<file path="config.mk">
export PLATFORM = sky130hd
export DESIGN_NAME = adc_pair_reader
export DESIGN_NICKNAME = d
export VERILOG_FILES = /design/src/rtl/adcrd_pkg.sv /design/src/rtl/adcrd_sclk_gen.sv /design/src/rtl/adcrd_capture.sv /design/src/rtl/adcrd_sdi_shift.sv /design/src/rtl/adcrd_frame_ctrl.sv /design/src/rtl/adc_pair_reader.sv
export SDC_FILE = /design/constraint.sdc
export NUM_CORES = 1
export LEC_CHECK = 0
export ABC_AREA = 1
export BUFFER_PORTS_ARGS = -buffer_cell sky130_fd_sc_hd__buf_2
export CAP_MARGIN = 20
export CORE_MARGIN = 8
export CORE_UTILIZATION = 31
export CTS_CLUSTER_DIAMETER = 200
export DETAILED_ROUTE_END_ITERATION = 8
export PLACE_DENSITY = 0.52
export SLEW_MARGIN = 10
export SYNTH_ARGS = -nofsm -noshare
export SYNTH_HDL_FRONTEND = slang
export SYNTH_SLANG_ARGS = --single-unit
</file>
<file path="constraint.sdc">
create_clock -name clk -period 8.2 [get_ports clk]
set_input_delay 0.41 -clock clk [delete_from_list [all_inputs] [get_ports clk]]
set_output_delay 0.41 -clock clk [all_outputs]
set_load 0.02 [all_outputs]
</file>
<file path="src/rtl/adcrd_pkg.sv">
package adcrd_pkg;
  typedef enum logic [1:0] {
    ST_IDLE = 2'd0,
    ST_CAL  = 2'd1,
    ST_RUN  = 2'd2,
    ST_GAP  = 2'd3
  } frame_state_e;
endpackage

</file>
<file path="src/rtl/adcrd_sclk_gen.sv">
module adcrd_sclk_gen #(
  parameter int DIV_W = 8
) (
  input  logic             clk,
  input  logic             rst_n,
  input  logic             run,
  input  logic [DIV_W-1:0] half_div,
  output logic             sclk,
  output logic             fall_stb,
  output logic             rise_stb
);
  logic [DIV_W-1:0] cnt;
  logic             hit;

  assign hit      = ({1'b0, cnt} + 1'b1) >= {1'b0, half_div};
  assign fall_stb = run && hit && sclk;
  assign rise_stb = run && hit && !sclk;

  always_ff @(posedge clk or negedge rst_n) begin
    if (!rst_n) begin
      sclk <= 1'b1;
      cnt  <= '0;
    end else if (!run) begin
      sclk <= 1'b1;
      cnt  <= '0;
    end else if (hit) begin
      sclk <= ~sclk;
      cnt  <= '0;
    end else begin
      cnt <= cnt + 1'b1;
    end
  end

  // the clock may only go low in a cycle in which run was asserted
  assert_sclk_low_only_running_R2: assert property (@(posedge clk) disable iff (!rst_n)
    $fell(sclk) |-> $past(run));
endmodule

</file>
<file path="src/rtl/adcrd_capture.sv">
module adcrd_capture #(
  parameter int RES_W = 14
) (
  input  logic             clk,
  input  logic             rst_n,
  input  logic             clear,
  input  logic             cap_en,
  input  logic             frame_end,
  input  logic             do_a,
  input  logic             do_b,
  output logic [RES_W-1:0] sh_a,
  output logic [RES_W-1:0] sh_b
);
  localparam int TK_W = $clog2(RES_W + 1);

  logic [TK_W-1:0] taken;

  always_ff @(posedge clk or negedge rst_n) begin
    if (!rst_n) begin
      sh_a  <= '0;
      sh_b  <= '0;
      taken <= '0;
    end else if (clear) begin
      sh_a  <= '0;
      sh_b  <= '0;
      taken <= '0;
    end else if (cap_en) begin
      sh_a  <= {sh_a[RES_W-2:0], do_a};
      sh_b  <= {sh_b[RES_W-2:0], do_b};
      taken <= taken + 1'b1;
    end
  end

  // a frame closes only after exactly RES_W bits per channel were taken
  assert_bits_per_frame_R5: assert property (@(posedge clk) disable iff (!rst_n)
    frame_end |-> taken == TK_W'(RES_W));
  // nothing is shifted when no capture strobe is present
  assert_hold_outside_window_R4: assert property (@(posedge clk) disable iff (!rst_n)
    !cap_en && !clear |=> $stable(sh_a) && $stable(sh_b));
endmodule

</file>
<file path="src/rtl/adcrd_sdi_shift.sv">
module adcrd_sdi_shift #(
  parameter int DIN_W = 14
) (
  input  logic             clk,
  input  logic             rst_n,
  input  logic             load,
  input  logic [DIN_W-1:0] word,
  input  logic             rise_stb,
  output logic             sdi
);
  logic [DIN_W-1:0] sr;

  always_ff @(posedge clk or negedge rst_n) begin
    if (!rst_n)        sr <= '0;
    else if (load)     sr <= word;
    else if (rise_stb) sr <= {sr[DIN_W-2:0], 1'b0};
  end

  assign sdi = sr[DIN_W-1];
endmodule

</file>
<file path="src/rtl/adcrd_frame_ctrl.sv">
module adcrd_frame_ctrl
  import adcrd_pkg::*;
#(
  parameter int CNT_W  = 12,
  parameter int SKIP   = 20,
  parameter int N_FALL = 34
) (
  input  logic             clk,
  input  logic             rst_n,
  input  logic             start,
  input  logic             cal_en,
  input  logic [CNT_W-1:0] cs_gap,
  input  logic [CNT_W-1:0] quiet_gap,
  input  logic [CNT_W-1:0] cal_len,
  input  logic             fall_stb,
  input  logic             rise_stb,
  input  logic             res_ready,
  output logic             load,
  output logic             cap_en,
  output logic             frame_end,
  output logic             run,
  output logic             cs_n,
  output logic             cal,
  output logic             busy,
  output logic             res_valid
);
  localparam int FC_W = $clog2(N_FALL + 1);

  frame_state_e     state;
  logic [CNT_W-1:0] cnt;
  logic [CNT_W-1:0] gap_lim;
  logic [FC_W-1:0]  fall_cnt;
  logic             accept, cal_hit, gap_hit;

  assign gap_lim   = (cs_gap > quiet_gap) ? cs_gap : quiet_gap;
  assign cal_hit   = ({1'b0, cnt} + 1'b1) >= {1'b0, cal_len};
  assign gap_hit   = ({1'b0, cnt} + 1'b1) >= {1'b0, gap_lim};
  assign accept    = (state == ST_IDLE) && start && !res_valid;
  assign load      = accept;
  assign run       = (state == ST_RUN);
  assign cs_n      = !run;
  assign cal       = (state == ST_CAL);
  assign busy      = (state != ST_IDLE) || res_valid;
  assign cap_en    = run && fall_stb && (fall_cnt >= FC_W'(SKIP));
  assign frame_end = run && rise_stb && (fall_cnt == FC_W'(N_FALL));

  always_ff @(posedge clk or negedge rst_n) begin
    if (!rst_n) begin
      state    <= ST_IDLE;
      cnt      <= '0;
      fall_cnt <= '0;
    end else begin
      case (state)
        ST_IDLE: if (accept) begin
          state    <= cal_en ? ST_CAL : ST_RUN;
          cnt      <= '0;
          fall_cnt <= '0;
        end
        ST_CAL: if (cal_hit) begin
          state <= ST_RUN;
          cnt   <= '0;
        end else begin
          cnt <= cnt + 1'b1;
        end
        ST_RUN: begin
          if (fall_stb) fall_cnt <= fall_cnt + 1'b1;
          if (frame_end) begin
            state <= ST_GAP;
            cnt   <= '0;
          end
        end
        default: if (gap_hit) begin
          state <= ST_IDLE;
          cnt   <= '0;
        end else begin
          cnt <= cnt + 1'b1;
        end
      endcase
    end
  end

  always_ff @(posedge clk or negedge rst_n) begin
    if (!rst_n)         res_valid <= 1'b0;
    else if (frame_end) res_valid <= 1'b1;
    else if (res_ready) res_valid <= 1'b0;
  end

  // chip select rises only after the full count of falling edges
  assert_falls_per_frame_R3: assert property (@(posedge clk) disable iff (!rst_n)
    $rose(cs_n) |-> $past(fall_cnt) == FC_W'(N_FALL));
  // a request during a frame leaves the frame running
  assert_start_ignored_busy_R9: assert property (@(posedge clk) disable iff (!rst_n)
    run && start && !frame_end |=> run);
endmodule

</file>
<file path="src/rtl/adc_pair_reader.sv">
module adc_pair_reader #(
  parameter int RES_W     = 14,
  parameter int DIN_W     = 14,
  parameter int CONV_CLKS = 19,
  parameter int DIV_W     = 8,
  parameter int CNT_W     = 12
) (
  input  logic             clk,
  input  logic             rst_n,
  input  logic             start,
  input  logic             cal_en,
  input  logic [DIN_W-1:0] din_word,
  input  logic [DIV_W-1:0] half_div,
  input  logic [CNT_W-1:0] cs_gap,
  input  logic [CNT_W-1:0] quiet_gap,
  input  logic [CNT_W-1:0] cal_len,
  input  logic             res_ready,
  output logic             res_valid,
  output logic [RES_W-1:0] res_a,
  output logic [RES_W-1:0] res_b,
  output logic             busy,
  output logic             adc_cs_n,
  output logic             adc_sclk,
  output logic             adc_sdi,
  output logic             adc_cal,
  input  logic             adc_do_a,
  input  logic             adc_do_b
);
  localparam int SKIP   = CONV_CLKS + 1;
  localparam int N_FALL = SKIP + RES_W;

  logic run, fall_stb, rise_stb, load, cap_en, frame_end;

  adcrd_sclk_gen #(.DIV_W(DIV_W)) u_sclk (
    .clk(clk), .rst_n(rst_n), .run(run), .half_div(half_div),
    .sclk(adc_sclk), .fall_stb(fall_stb), .rise_stb(rise_stb)
  );

  adcrd_frame_ctrl #(.CNT_W(CNT_W), .SKIP(SKIP), .N_FALL(N_FALL)) u_ctrl (
    .clk(clk), .rst_n(rst_n), .start(start), .cal_en(cal_en),
    .cs_gap(cs_gap), .quiet_gap(quiet_gap), .cal_len(cal_len),
    .fall_stb(fall_stb), .rise_stb(rise_stb), .res_ready(res_ready),
    .load(load), .cap_en(cap_en), .frame_end(frame_end), .run(run),
    .cs_n(adc_cs_n), .cal(adc_cal), .busy(busy), .res_valid(res_valid)
  );

  adcrd_capture #(.RES_W(RES_W)) u_cap (
    .clk(clk), .rst_n(rst_n), .clear(load), .cap_en(cap_en),
    .frame_end(frame_end), .do_a(adc_do_a), .do_b(adc_do_b),
    .sh_a(res_a), .sh_b(res_b)
  );

  adcrd_sdi_shift #(.DIN_W(DIN_W)) u_sdi (
    .clk(clk), .rst_n(rst_n), .load(load), .word(din_word),
    .rise_stb(rise_stb), .sdi(adc_sdi)
  );

  // serial clock idles high whenever the converter is deselected
  assert_sclk_idle_high_R2: assert property (@(posedge clk) disable iff (!rst_n)
    adc_cs_n |-> adc_sclk);
  // data-in moves only while the serial clock is high
  assert_sdi_moves_high_R6: assert property (@(posedge clk) disable iff (!rst_n)
    !$stable(adc_sdi) |-> adc_sclk);
  // calibration ends exactly as chip select falls
  assert_cal_then_select_R8: assert property (@(posedge clk) disable iff (!rst_n)
    $fell(adc_cal) |-> $fell(adc_cs_n));
  // a pending result is held until accepted
  assert_result_held_R10: assert property (@(posedge clk) disable iff (!rst_n)
    res_valid && !res_ready |=> res_valid && busy && $stable(res_a) && $stable(res_b));
endmodule

</file>
==> run_results.csv, run 1 <==
group,metric,value,unit
status,status,"finished, final reports clean",
timing,grt_setup_unrepaired,"false",
timing,final.setup.tns,0,ns
synth,syn_area,5020,µm²
global_route,antenna_found_initial,0,
place,dp_cells,956,
floorplanning,floorplan.initialDensity,31.6,%
place,port_buffers,98,
synth,syn_nets,780,
place,dp_hpwl,9.09,mm
power,leakage,3.39,nW
setup_path,worstPathRequired,8.42,ns
setup_path,startpoint_type,"input pin",
cts,cts_max_path_buffers,2,
route,antenna_left,0,
power,ir_worst_vdd,0.0930,mV
timing,hold_viol,0,
floorplanning,die_h,143,µm
cts,cts-root-buf,"clkbuf_16",
cts,cts_buffers,9,
power,power,1.20,mW
final_layout,final_cell_mix,"201 x nand2_1, 98 x buf_2, 85 x inv_1",
route,drt-initial-drc-count,230,
final_layout,drive_above_1_share,19.0,%
final_layout,design_area,5940,µm²
timing,fmax,289,MHz
floorplanning,core-area,15900,µm²
floorplanning,die_area,20500,µm²
cts,cts_resized,0,
route,first_pass_iters,4,
final_layout,final_util,37.4,%
synth,ys_top_cells_by_area,"dfrtp_1 35%, nand2_1 15%, ha_1 13%",
timing,worst_slew_pin_slew,0.917,ns
cts,clk_pin_slew_worst_paths,0.06,ns
synth,ys_warn_count,0,
global_route,grt_pass1_vias,4233,
timing,fin_skew,0.0102,ns
final_layout,area_growth,18.2,%
final_layout,fillCellCount,1721,
floorplanning,die_w,143,µm
timing,holdWs,0.253,ns
timing,period_share,42.2,%
synth,seq_area_frac_synth,35.9,%
setup_path,worstPathMaxFanout,18,
route,post-route-drc-count,0,
setup_path,arrival,3.68,ns
job,max_cap_viol_count,0,
route,wl,11.8,mm
final_layout,final_common_cell,"nand2_1",
synth,netlist_instances,661,
timing,setup_slack,4.74,ns
global_route,gr-usage-all-layers,12.0,%
floorplanning,ios,99,
global_route,grt_max_degree,73,
setup_path,crit_path_end_kind,"flop",
place,place_ws,4.40,ns
cts,clock_latency,0.34,ns
power,p_per_area,202,nW/µm²
cts,cts_setup_buffers,0,
synth,synth.distinct_cells,40,
cts,cts_sinks,72,
synth,ys_ff_latch,72,
route,wl_per_cell,12.1,µm
worst_hold_path,hp-class,"in2reg",
synth,synth_top_area_share,35.4,%
timing,max-slew-margin-rel,38.8,%
final_layout,layout.nets,870,
synth,yosysTopAreaCell,"dfrtp_1",
synth,avgSynthCellArea,7.60,µm²
cts,cts_max_level,3,
timing,final_max_slew_viol_count,0,
setup_path,crit_type,"in2reg",
timing,final-setup-viol-count,0,
cts,tritoncts,"done",
floorplanning,row_count,46,
global_route,grt_pass1_wl,20.3,mm
route,vias,4361,
timing,fin_crit,3.46,ns
place,place_area,5650,µm²
final_layout,antenna_cells,0,
route,via_per_inst,4.49,
global_route,gr-total-overflow,0,
cts,postCtsHoldBufs,0,
place,place.gp.congestion,0.746,
final_layout,instances_no_fill,972,
==> flip-flops by register name, indices dropped and copies added (netlist names) <==
| name | count |
|---|---|
| u_ctrl.res_valid | 1 |
| u_ctrl.cnt | 12 |
| u_sclk.cnt | 8 |
| u_ctrl.fall_cnt | 6 |
| u_sclk.sclk | 1 |
| u_ctrl.state | 2 |
| u_sdi.sr | 14 |
| u_cap.sh_a | 14 |
| u_cap.sh_b | 14 |
==> kinds of logic (layout without fill, tap and decap cells) <==
group / after synthesis / count (layout) / synth area share [%]
xor+xnor: 13 / 13 / 2.27
compound gates: 73 / 73 / 8.27
simple gates: 340 / 340 / 30.6
fa+ha+maj: 54 / 54 / 13.4
flops: 72 / 72 / 35.9
buf+inv: 109 / 204 / 9.59
==> critical path, stage by stage <==
cell	delay (ns)
buf_2	0.08
inv_1	0.04
ha_1	0.29
nand4_1	0.19
o41ai_2	0.65
buf_4	0.30
o21ai_0	0.10
ha_1	0.34
nand3_1	0.09
nor3_1	0.19
nor2_1	0.05
nand2_1	0.06
nand2_1	0.05
nand2_1	0.33
nor2_1	0.08
nor2_1	0.18
nand3_1	0.12
nand2_1	0.09
nand2_1	0.04
==> routing by layer <==
layer | up-vias | routed length [µm] | GRT usage (%)
met2 | 71 | 5370 | 19.3
met3 | 9 | 639 | 3.15
met4 | 0 | 102 | 2.66
li1 | 2315 | - | -
met1 | 1966 | 5690 | 15.9
met5 | - | 0 | 0
==> cells in the mapped netlist (all sizes together) <==
master  instances
ha             54
o211ai          6
o21ai          29
or2             5
nand2         206
nand4          23
o21bai          1
a22oi           1
buf            15
nand3          57
nor2           41
xnor2           3
clkinv          1
a21o            2
o21a            2
clkbuf          7
a31o            1
nand3b          3
dfrtp          71
inv            86
a31oi           1
dfstp           1
nor3            4
nor4            1
xor2           10
o41ai           1
a21oi          29
==> path summary, 6_finish.rpt <==
path / start / endpoint / slack [ns] / depth (start not counted)
worst max-delay path: quiet_gap[9] / u_ctrl.state[0] / 4.74 / 19
worst min-delay path: res_ready / u_ctrl.res_valid / 0.25 / 2
worst max register to register: u_ctrl.cnt[0] / u_ctrl.state[0] / 4.90 / 20
worst min register to register: u_sdi.sr[6] / u_sdi.sr[6] / 0.48 / 2
max in group asynchronous: rst_n / u_ctrl.fall_cnt[1] / 7.31 / 2
min in group asynchronous: rst_n / u_sclk.cnt[5] / 0.30 / 2
==> area by class of cell <==
class / count / area, µm² / share of cell area [%]
Inverter: 87 / 327 / 5.50
Clock buffer: 9 / 225 / 3.79
Sequential cell: 72 / 1800 / 30.4
Timing Repair Buffer: 101 / 513 / 8.64
Tap cell: 216 / 270 / 4.55
Multi-Input combinational cell: 480 / 2740 / 46.1
Clock inverter: 7 / 61.3 / 1.03
==> power by group <==
| part | internal, mW | switching [mW] | total [mW] |
|---|---|---|---|
| clock network | 0.210 | 0.162 | 0.373 |
| logic | 0.125 | 0.267 | 0.392 |
| registers | 0.404 | 0.0338 | 0.438 |
| total | 0.740 | 0.463 | 1.20 |
Note: power is estimated with default switching activity, not from simulation.
==> run 2, diff against run 1 <==
- PLACE_DENSITY: 0.52 -> 0.54
- clock period: 8.2 -> 3 ns (I/O delays scaled with it)
==> run_results.csv, run 2 (synthesis results as in run 1) <==
group,metric,value,unit
floorplanning,die_w,143,µm
final_layout,antenna_cells,0,
final_layout,drive_above_1_share,24.2,%
final_layout,fillCellCount,1711,
power,seqPwrFrac,34.5,%
setup_path,max_stage_delay,0.33,ns
setup_path,startpoint_type,"input pin",
power,comb_power_share,35.9,%
final_layout,largestRegisters,"u_cap.sh_a x14, u_cap.sh_b x14, u_sdi.sr x14",
setup_path,critPathSlowestCell,"ha_1",
status,status,"finished, final reports clean",
power,pwr-share-clk,29.6,%
setup_path,crit_type,"in2reg",
setup_path,crit_path_cell_trace,"buf_2 > inv_1 > ha_1 > nand4_1 > buf_4 > nor2_1 > a21oi_1 > o211ai_1 > o41ai_4 > buf_12 > nand2_1 > o21ai_0 > ha_1 > a21oi_1 > nand2_1 > o21ai_1 > nand2_1 > nand2_2 > nand2_4 > buf_4 > a21oi_1 > nand4_1 > nand2_1",
cts,cts_buffers,9,
route,first_pass_iters,4,
cts,tritoncts,"done",
route,wl,12.0,mm
timing,setup_slack,0.167,ns
power,power,3.44,mW
final_layout,area_growth,25.2,%
route,wl_per_cell,12.0,µm
setup_path,crit_path_end_kind,"flop",
setup_path,worstPathMaxFanout,16,
cts,cts_max_level,3,
global_route,grt_max_degree,73,
global_route,grt_pass1_vias,4363,
global_route,grt_pass1_wl,20.2,mm
cts,cts_max_path_buffers,2,
route,via_per_inst,4.49,
cts,cts-root-buf,"clkbuf_16",
timing,hold_viol,0,
floorplanning,core-area,15900,µm²
route,post-route-drc-count,0,
worst_hold_path,worstHoldPathCells,3,
power,ir_worst_vdd,0.309,mV
timing,max-slew-margin-rel,38.5,%
power,p_sw_share,38.3,%
job,max_cap_viol_count,0,
setup_path,arrival,3.10,ns
floorplanning,die_area,20500,µm²
floorplanning,floorplan.initialDensity,31.6,%
setup_path,worstPathRequired,3.26,ns
route,drt-initial-drc-count,269,
power,p_per_area,547,nW/µm²
final_layout,layout.nets,899,
global_route,gr-total-overflow,0,
setup_path,crit_top_cell,"nand2_1",
cts,clock_latency,0.33,ns
place,place.gp.congestion,0.823,
timing,fin_skew,0.0129,ns
timing,grt_setup_unrepaired,"true",
place,place_ws,-0.215,ns
power,internal_power,2.12,mW
timing,fmax,353,MHz
timing,final-setup-viol-count,0,
route,vias,4495,
floorplanning,ios,99,
power,leakage,3.56,nW
final_layout,seq_area,1800,µm²
final_layout,final_common_cell,"nand2_1",
place,port_buffers,98,
cts,cts_sinks,72,
power,power_switching,1.32,mW
timing,final_max_slew_viol_count,0,
worst_hold_path,hp-class,"in2reg",
route,antenna_left,0,
place,dp_hpwl,9.21,mm
floorplanning,row_count,46,
setup_path,r2r_cells,18,
timing,fin_crit,2.83,ns
timing,period_share,94.4,%
final_layout,final_util,39.6,%
global_route,antenna_found_initial,0,
final_layout,final_cell_mix,"196 x nand2_1, 98 x buf_2, 84 x inv_1",
cts,clk_pin_slew_worst_paths,0.06,ns
floorplanning,die_h,143,µm
timing,worst_slew_pin_slew,0.923,ns
final_layout,multi_input_area,2850,µm²
global_route,gr-usage-all-layers,11.9,%
==> run 2: final timing paths <==
path / to / slack, ns / startpoint
worst max-delay path: u_ctrl.cnt[2] / 0.17 / quiet_gap[10]
worst min-delay path: u_cap.sh_a[0] / 0.03 / adc_do_a
worst max register to register: u_ctrl.cnt[0] / 0.20 / u_ctrl.cnt[1]
worst min register to register: u_sdi.sr[13] / 0.47 / u_sdi.sr[13]
max in group asynchronous: u_ctrl.fall_cnt[5] / 2.36 / rst_n
min in group asynchronous: u_ctrl.state[0] / 0.04 / rst_n
==> run 2: metal layers <==
metal  vias up  GRT usage, %  wire length [µm]
met1      2038          15.7              5780
met3         4          2.55               456
met2        61          19.4              5730
li1       2392             -                 -
met5         -             0                 0
met4         0          3.32                82
==> run 2: power by group through the flow <==
stage / Combinational [mW] / Clock [mW] / Sequential (mW)
floorplan: 0.828 / 0 / 1.20
global placement: 1.19 / 0 / 1.20
detailed placement: 1.20 / 0 / 1.20
CTS: 1.20 / 1.05 / 1.19
global route: 1.41 / 1.10 / 1.21
finish: 1.23 / 1.02 / 1.19
==> run 2: final cells by class <==
| class | instances | share of cell area (%) |
|---|---|---|
| multi-input combinational | 480 | 45.3 |
| sequential | 72 | 28.6 |
| timing repair buffer | 130 | 12.0 |
| inverter | 87 | 5.19 |
| tap | 216 | 4.29 |
| clock buffer | 9 | 3.58 |
| clock inverter | 7 | 0.974 |
==> run 2: repair_timing <==
action	CTS	global route
gates cloned	0	0
pin swaps	0	15
setup endpoints to repair	8	15
gates resized for setup	1	24
endpoints found under the hold margin	1	0
setup buffers	0	2
hold buffers	1	0
==> run 2: metrics by stage <==
| stage | hold slack [ns] | instances | setup TNS, ns | cell area [µm²] |
|---|---|---|---|---|
| floorplan | -0.146 | 661 | 0 | 5020 |
| global placement | 0.332 | 982 | -1.54 | 5870 |
| detailed placement | 0.341 | 982 | -1.92 | 5870 |
| CTS | 0.0178 | 999 | 0 | 6170 |
| global route | 0.0255 | 1001 | -0.238 | 6290 |
| finish | 0.0299 | 1001 | 0 | 6290 |
==> run 2: critical path: cells and delay by family <==
family | cells | cell delay, ns
AOI/OAI and AO/OA | 7 | 0.85
adders and majority gates | 2 | 0.62
and+or+nand+nor | 9 | 0.84
buffers and inverters | 5 | 0.64
